==> src/rtl/swin_pkg.sv <==
package swin_pkg;
  function automatic int cdiv(input int num, input int den);
    return (num + den - 1) / den;
  endfunction
endpackage

==> src/rtl/swin_chain.sv <==
module swin_chain #(
  parameter int PIX_W = 8,
  parameter int DEPTH = 4
) (
  input  logic                   clk,
  input  logic                   rst_n,
  input  logic                   shift_i,
  input  logic [PIX_W-1:0]       d_i,
  output logic [PIX_W-1:0]       tail_o,
  output logic [DEPTH*PIX_W-1:0] q_flat_o
);
  localparam int TOP = DEPTH - 1;

  logic [PIX_W-1:0] stg_q [DEPTH];
  logic [PIX_W-1:0] stg_d [DEPTH];

  // next-state: stage TOP takes the input, the others take the stage above
  generate
    for (genvar i = 0; i < DEPTH; i++) begin : g_nxt
      if (i == TOP) begin : g_head
        always_comb stg_d[i] = shift_i ? d_i : stg_q[i];
      end else begin : g_body
        always_comb stg_d[i] = shift_i ? stg_q[i+1] : stg_q[i];
      end
    end
  endgenerate

  generate
    for (genvar i = 0; i < DEPTH; i++) begin : g_reg
      always_ff @(posedge clk or negedge rst_n) begin
        if (!rst_n) stg_q[i] <= '0;
        else        stg_q[i] <= stg_d[i];
      end
      assign q_flat_o[i*PIX_W +: PIX_W] = stg_q[i];
    end
  endgenerate

  assign tail_o = stg_q[0];

  assert_chain_idle_R6: assert property (@(posedge clk) disable iff (!rst_n)
    !shift_i |=> $stable(q_flat_o));
  assert_chain_head_R3: assert property (@(posedge clk) disable iff (!rst_n)
    shift_i |=> (q_flat_o[TOP*PIX_W +: PIX_W] == $past(d_i)));
endmodule

==> src/rtl/swin_line_ctrl.sv <==
module swin_line_ctrl (
  input  logic clk,
  input  logic rst_n,
  input  logic vld_i,
  input  logic xfer_i,
  input  logic dir_i,
  output logic swap_o
);
  logic act_q, act_d;
  logic dir_q, dir_d;
  logic open_line;

  // a pixel opens a line when no line is open or a transfer closes the old one
  assign open_line = vld_i && (!act_q || xfer_i);

  always_comb begin
    act_d = act_q;
    dir_d = dir_q;
    if (xfer_i)     act_d = vld_i;
    else if (vld_i) act_d = 1'b1;
    if (open_line)  dir_d = dir_i;
  end

  always_ff @(posedge clk or negedge rst_n) begin
    if (!rst_n) begin
      act_q <= 1'b0;
      dir_q <= 1'b0;
    end else begin
      act_q <= act_d;
      dir_q <= dir_d;
    end
  end

  assign swap_o = (act_q && !xfer_i) ? dir_q : dir_i;

  assert_dir_locked_R5: assert property (@(posedge clk) disable iff (!rst_n)
    (act_q && !xfer_i) |=> $stable(dir_q));
  assert_new_line_dir_R8: assert property (@(posedge clk) disable iff (!rst_n)
    (vld_i && xfer_i) |=> (act_q && (dir_q == $past(dir_i))));
endmodule

==> src/rtl/swin_align_buf.sv <==
module swin_align_buf #(
  parameter int PIX_W   = 8,
  parameter int BLK_N   = 4,
  parameter int SRCH_2P = 14,
  parameter int CORES   = 2,
  parameter int ACT_W   = 4,
  localparam int PER_CORE = swin_pkg::cdiv(SRCH_2P, CORES),
  localparam int GAP_M    = PER_CORE - ACT_W,
  localparam int LINE_L   = CORES * PER_CORE + BLK_N - 1,
  localparam int LEN_A    = CORES * (ACT_W + GAP_M) - GAP_M,
  localparam int LEN_B    = GAP_M + BLK_N - 1
) (
  input  logic                    clk,
  input  logic                    rst_n,
  input  logic                    pix_vld_i,
  input  logic [PIX_W-1:0]        pix_i,
  input  logic                    swap_dir_i,
  input  logic                    xfer_i,
  output logic [LINE_L*PIX_W-1:0] line_o
);
  logic                    swap;
  logic [PIX_W-1:0]        a_in, b_in, a_tail, b_tail;
  logic [LEN_A*PIX_W-1:0]  a_flat;
  logic [LEN_B*PIX_W-1:0]  b_flat;
  logic [LINE_L*PIX_W-1:0] par_line, line_d;

  swin_line_ctrl u_ctrl (
    .clk    (clk),
    .rst_n  (rst_n),
    .vld_i  (pix_vld_i),
    .xfer_i (xfer_i),
    .dir_i  (swap_dir_i),
    .swap_o (swap)
  );

  // the two link multiplexers: the order of the sub-chains follows the sweep direction
  assign a_in = swap ? pix_i  : b_tail;
  assign b_in = swap ? a_tail : pix_i;

  swin_chain #(.PIX_W(PIX_W), .DEPTH(LEN_A)) u_chain_a (
    .clk      (clk),
    .rst_n    (rst_n),
    .shift_i  (pix_vld_i),
    .d_i      (a_in),
    .tail_o   (a_tail),
    .q_flat_o (a_flat)
  );

  swin_chain #(.PIX_W(PIX_W), .DEPTH(LEN_B)) u_chain_b (
    .clk      (clk),
    .rst_n    (rst_n),
    .shift_i  (pix_vld_i),
    .d_i      (b_in),
    .tail_o   (b_tail),
    .q_flat_o (b_flat)
  );

  // fixed output wiring: lower sub-chain in the low slots
  assign par_line = {b_flat, a_flat};

  always_comb line_d = xfer_i ? par_line : line_o;

  always_ff @(posedge clk or negedge rst_n) begin
    if (!rst_n) line_o <= '0;
    else        line_o <= line_d;
  end

  assert_out_hold_R7: assert property (@(posedge clk) disable iff (!rst_n)
    !xfer_i |=> $stable(line_o));
  assert_swap_link_R4: assert property (@(posedge clk) disable iff (!rst_n)
    (pix_vld_i && swap) |=> (b_flat[(LEN_B-1)*PIX_W +: PIX_W] == $past(a_tail)));
  assert_straight_link_R3: assert property (@(posedge clk) disable iff (!rst_n)
    (pix_vld_i && !swap) |=> (a_flat[(LEN_A-1)*PIX_W +: PIX_W] == $past(b_tail)));
endmodule

==> config.mk <==
export PLATFORM = sky130hd
export DESIGN_NAME = swin_align_buf
export DESIGN_NICKNAME = d
export VERILOG_FILES = /design/src/rtl/swin_pkg.sv /design/src/rtl/swin_chain.sv /design/src/rtl/swin_line_ctrl.sv /design/src/rtl/swin_align_buf.sv
export SDC_FILE = /design/constraint.sdc
export NUM_CORES = 1
export LEC_CHECK = 0
export BUFFER_PORTS_ARGS = -buffer_cell sky130_fd_sc_hd__buf_2
export CAP_MARGIN = 20
export CORE_AREA = 10 10 183 116
export DETAILED_ROUTE_END_ITERATION = 8
export DIE_AREA = 0 0 193 126
export GPL_TIMING_DRIVEN = 0
export MAX_ROUTING_LAYER = met4
export PLACE_DENSITY = 0.91
export SLEW_MARGIN = 20
export SYNTH_ARGS = -nofsm -noshare
export SYNTH_HDL_FRONTEND = slang
export SYNTH_SLANG_ARGS = --single-unit
==> constraint.sdc <==
create_clock -name clk -period 1.8 [get_ports clk]
set_input_delay 0.54 -clock clk [delete_from_list [all_inputs] [get_ports clk]]
set_output_delay 0.54 -clock clk [all_outputs]
set_load 0.005 [all_outputs]
### After elaboration in Yosys (flattened, before gate mapping)

Cells that the tools add are included.

| word-level totals | value |
|---|---|
| bits of input ports | 13 |
| flip-flop bits (word level) | 274 |
| memory bits (read-only) | 0 |
| memory bits (writable) | 0 |
| memories | 0 |
| logic and storage cells | 31 |
| output and inout port bits | 136 |
| bits in latches | 0 |

| operators by class | value |
|---|---|
| equal/unequal tests | 0 |
| reductions and logical operators | 6 |
| shift-type cells | 0 |
| div/mod/pow operators | 0 |
| multiplexer cells | 5 |
| bitwise logic cells | 0 |
| multipliers | 0 |
| order comparisons | 0 |
| add/subtract/negate cells | 0 |

Operators by type and width:

| operator | number |
|---|---|
| 8-bit 2-to-1 mux | 2 |
| 1-bit 2-to-1 mux | 3 |
| 1-bit logical AND | 2 |
| 1-bit zero test | 2 |
| 2-bit nonzero test | 1 |
| 1-bit logical OR | 1 |

### Depth between registers and ports, before layout

| logic depth | value |
|---|---|
| word-level depth | 4 |
| gate-level depth with buffers | 6 |
| gate-level depth less buffers | 3 |

### Hierarchy

From an unflattened synthesis, not the netlist that was laid out.

| unflattened totals | value |
|---|---|
| cells, all modules | 615 |
| area, all modules | 10,817.9 um^2 |

By module, submodules not included:

| module | area each (um^2) | times used | seq. area each (um^2) | cells each |
|---|---|---|---|---|
| swin_align_buf | 5,390.2 | 1 | 3,403.3 | 305 |
| swin_chain at u_chain_a | 3,403.3 | 1 | 2,202.1 | 194 |
| swin_chain at u_chain_b | 1,920.6 | 1 | 1,201.2 | 109 |
| swin_line_ctrl | 103.8 | 1 | 50.0 | 7 |

### Worst setup path after synthesis

Ideal clock, no wire load.

| timing | value |
|---|---|
| path kind | input to register |
| start | in pix_vld_i |
| end | reg u_chain_a.stg_q, in the netlist u_chain_a.q_flat_o[10] |
| path slack | 0.416 ns |
| data arrival time | 1.257 ns |
| path buffers | 3 |
| required time | 1.673 ns |
| library setup time | 0.127 ns |
| cell stages on the path | 4 |
| cells stage by stage | buf_2 > buf_6 > buf_6 > mux2_1 |

RTL lines:

| what | line | text |
|---|---|---|
| start: declaration | swin_align_buf.sv:15 | `input logic pix_vld_i,` |
| end signal: indexed assignment | swin_chain.sv:32 | `else stg_q[i] <= stg_d[i];` |
| end: declaration | swin_chain.sv:14 | `logic [PIX_W-1:0] stg_q [DEPTH];` |

No word-level cell between the ends.

### Worst setup path after layout

| timing | value |
|---|---|
| start | reg line_o[90] |
| end | out line_o[90] |

RTL lines:

| what | line | text |
|---|---|---|
| start: declaration | swin_align_buf.sv:19 | `output logic [LINE_L*PIX_W-1:0] line_o` |
| start signal: assignment | swin_align_buf.sv:65 | `else line_o <= line_d;` |

No word-level cell between the ends.

==> impl_metrics.toml <==
[run_status]
status = "finished clean"

[setup_path]
cp_top_family = "flip-flops"
cp_cell_sequence = "buf_2"
crit_slowest_cell = "dfrtp_1"
cp_slowest_stage_delay_ns = 0.41
critPathLaunchType = "register"
cp.arrival_ns = 1.07
critPathKind = "reg2out"
end_kind = "output pin"
crit_buf_inv = 1
required_ns = 1.26
crit_path_max_fanout = 2

[clock_tree]
cts-root-buf = "clkbuf_16"
insertion_delay_ns = 0.51
tritoncts = "yes"
cts_max_level = 1
clk_pin_slew_ns = 0.07
cts_buffers = 24
clock_path_buffers = 3
cts_sinks = 274

[timing]
tightest_slew_ns = 0.5058
setup_violations = 0
relSlewSlack_pct = 66.28
tns_ns = 0
period_minus_slack_ns = 1.610
timing.hold.ws_ns = 0.3346
min_period_over_period_pct = 89.46
worst_slack_ns = 0.1898
fmax_mhz = 621.0
rsz0062_at_grt = "false"
hold_viol_final = 0
fin_skew_ns = 0.007910
drv_slew = 0

[grt]
first_global_vias = 6351
grt_usage_pct = 20.38
antenna_found_initial = 2
grt_max_degree = 103
grt_pass1_wl_um = 38130
overflow = 0

[detailed_routing]
drt-initial-drc-count = 425
wl_um = 24080
detail-route-antenna-nets = 0
vias = 6019
via_per_inst = 5.599
wire_per_inst_um = 22.40
firstDrtPassIters = 5
drcViolationCount = 0

[synth]
ys_warn_count = 0
synth-edff-count = 0
synth_fp_nets = 654
yosys.area.top_type = "dfrtp_1"
ys_seq_area_share_pct = 63.62
syn_area_um2 = 10780
synthCells = 641
synth_top_area_share_pct = 63.62
ys_top_cells_by_count = "274 x dfrtp_1, 166 x mux2_2, 50 x mux2_1, 40 x mux2_4"
ys.flop_type = "dfrtp_1"
async_flop_share_pct = 100.0
synth_seq_cells = 274
synth_area_leaders = "dfrtp_1 64%, mux2_2 17%, mux2_4 5.6%"
synthDistinctLibCells = 22
synth.most_common_cell = "dfrtp_1"
syn_avg_cell_area_um2 = 16.81

[final_layout]
final_area_um2 = 12710
layout-drive-gt1-share_pct = 53.61
seq_area_um2 = 6857
fill_cells = 1140
nets = 831
final_core_util_pct = 71.31
multiInputGateArea_um2 = 3498
syn_to_final_growth_pct = 17.97

[die]
die_x_um = 193
start_util_pct = 60.45
io-pin-count = 149
core_um2 = 17830
rows = 38
die_h_um = 126
dieArea_um2 = 24320

[place]
dp_slack_ns = 0.1802
postPlaceCellArea_um2 = 11910
hpwl_um = 17430
numPortBuffers = 147
globalplace.congestion = 0.8858

[flow_run]
maxCapViolCount = 0

[power]
power_density_nw_per_um2 = 1588
max-vdd-ir-drop_v = 0.001063
p_leak_uw = 0.006313

[hold_path]
hp-class = "in2reg"
-- logic make-up after synthesis --
kind of cell	share of synthesized area, %
flip-flops	63.62
multiplexers	28.14
buffers and inverters	3.924
AO/OA/AOI/OAI	3.436
AND/OR/NAND/NOR	0.8824
-- repair_timing --
| item | 4_1_cts | 5_1_grt |
|---|---|---|
| gates resized for setup | 0 | 0 |
| buffers inserted | 0 | 0 |
| hold buffers | 1 | 0 |
| hold endpoints to repair | 16 | 0 |
-- flip-flops by register name (all words and copies together), names as in the netlist --
signal,count
u_chain_b.tail_o,8
u_ctrl.dir_q,1
line_o,136
u_chain_b.q_flat_o,40
u_ctrl.act_q,1
u_chain_a.tail_o,8
u_chain_a.q_flat_o,80
-- stage by stage --
step,total power [uW],std cells
floorplan,12510,641
global placement,14860,1028
detailed placement,15210,1031
CTS,20430,1072
global route,21320,1075
finish,20190,1075
-- area by class of cell --
type                       instances  share of cell area [%]
tap                              240                   2.362
clock inverter                     3                  0.3149
buffer                            39                   2.795
antenna                            3                 0.05904
inverter                          18                  0.5314
sequential                       274                   53.93
clock buffer                      37                   5.904
multi-input combinational        310                   27.51
timing repair buffer             151                   6.593
-- final timing paths --
check | startpoint | endpoint | slack [ns] | cells after the start
max in group asynchronous | rst_n | line_o[7]$_DFFE_PN0P_ | 0.23 | 4
min in group asynchronous | rst_n | line_o[59]$_DFFE_PN0P_ | 0.42 | 2
worst min-delay path | pix_i[2] | u_chain_a.q_flat_o[82]$_DFFE_PN0P_ | 0.33 | 3
worst max register to register | u_ctrl.act_q$_DFFE_PN0P_ | u_chain_b.q_flat_o[47]$_DFFE_PN0P_ | 0.39 | 4
worst min register to register | line_o[36]$_DFFE_PN0P_ | line_o[36]$_DFFE_PN0P_ | 0.50 | 1
worst max-delay path | line_o[90]$_DFFE_PN0P_ | line_o[90] | 0.19 | 1
-- layer usage --
layer | share of wire [%] | global-route usage [%] | wire length [um]
met4 | 1.5 | 4.687 | 369
met3 | 6.8 | 5.402 | 1634
met1 | 47 | 29.04 | 11230
met5 | 0 | - | 0
met2 | 45 | 28.67 | 10840
-- cell usage in the layout (no fill, tap or decap) --
| cell type | synthesis | layout |
|---|---|---|
| buf_4 | 10 | 10 |
| o21a_4 | 1 | 1 |
| o2111ai_1 | 16 | 16 |
| nand3b_4 | 1 | 1 |
| or2_2 | 1 | 1 |
| clkbuf_16 | 0 | 25 |
| dlygate4sd3_1 | 0 | 1 |
| o31ai_1 | 1 | 1 |
| buf_6 | 9 | 9 |
| inv_2 | 2 | 2 |
| clkinv_2 | 0 | 2 |
| diode_2 | 0 | 3 |
| nor2b_2 | 1 | 1 |
| o21ai_0 | 1 | 1 |
| o221ai_1 | 6 | 6 |
| buf_16 | 0 | 3 |
| dfrtp_1 | 274 | 274 |
| mux2_1 | 50 | 50 |
| buf_12 | 4 | 4 |
| bufinv_16 | 0 | 1 |
| clkbuf_8 | 0 | 8 |
| nand2_1 | 16 | 16 |
| clkbuf_1 | 1 | 5 |
| o221ai_2 | 10 | 10 |
| mux2_2 | 166 | 166 |
| buf_8 | 2 | 3 |
| buf_2 | 13 | 159 |
| inv_1 | 16 | 16 |
| mux2_4 | 40 | 40 |
-- worst reg2reg max path, cell delays in order, from the launching register on --
cell	delay, ns
dfrtp_1	0.42
nor2b_2	0.19
buf_6	0.14
o2111ai_1	0.29
o221ai_1	0.21
-- where the power goes --
group / internal (uW) / switching, uW
Clock: 2990 / 2160
Sequential: 8570 / 1790
Combinational: 2870 / 1800
No activity file was read; power rests on OpenSTA's default activity.
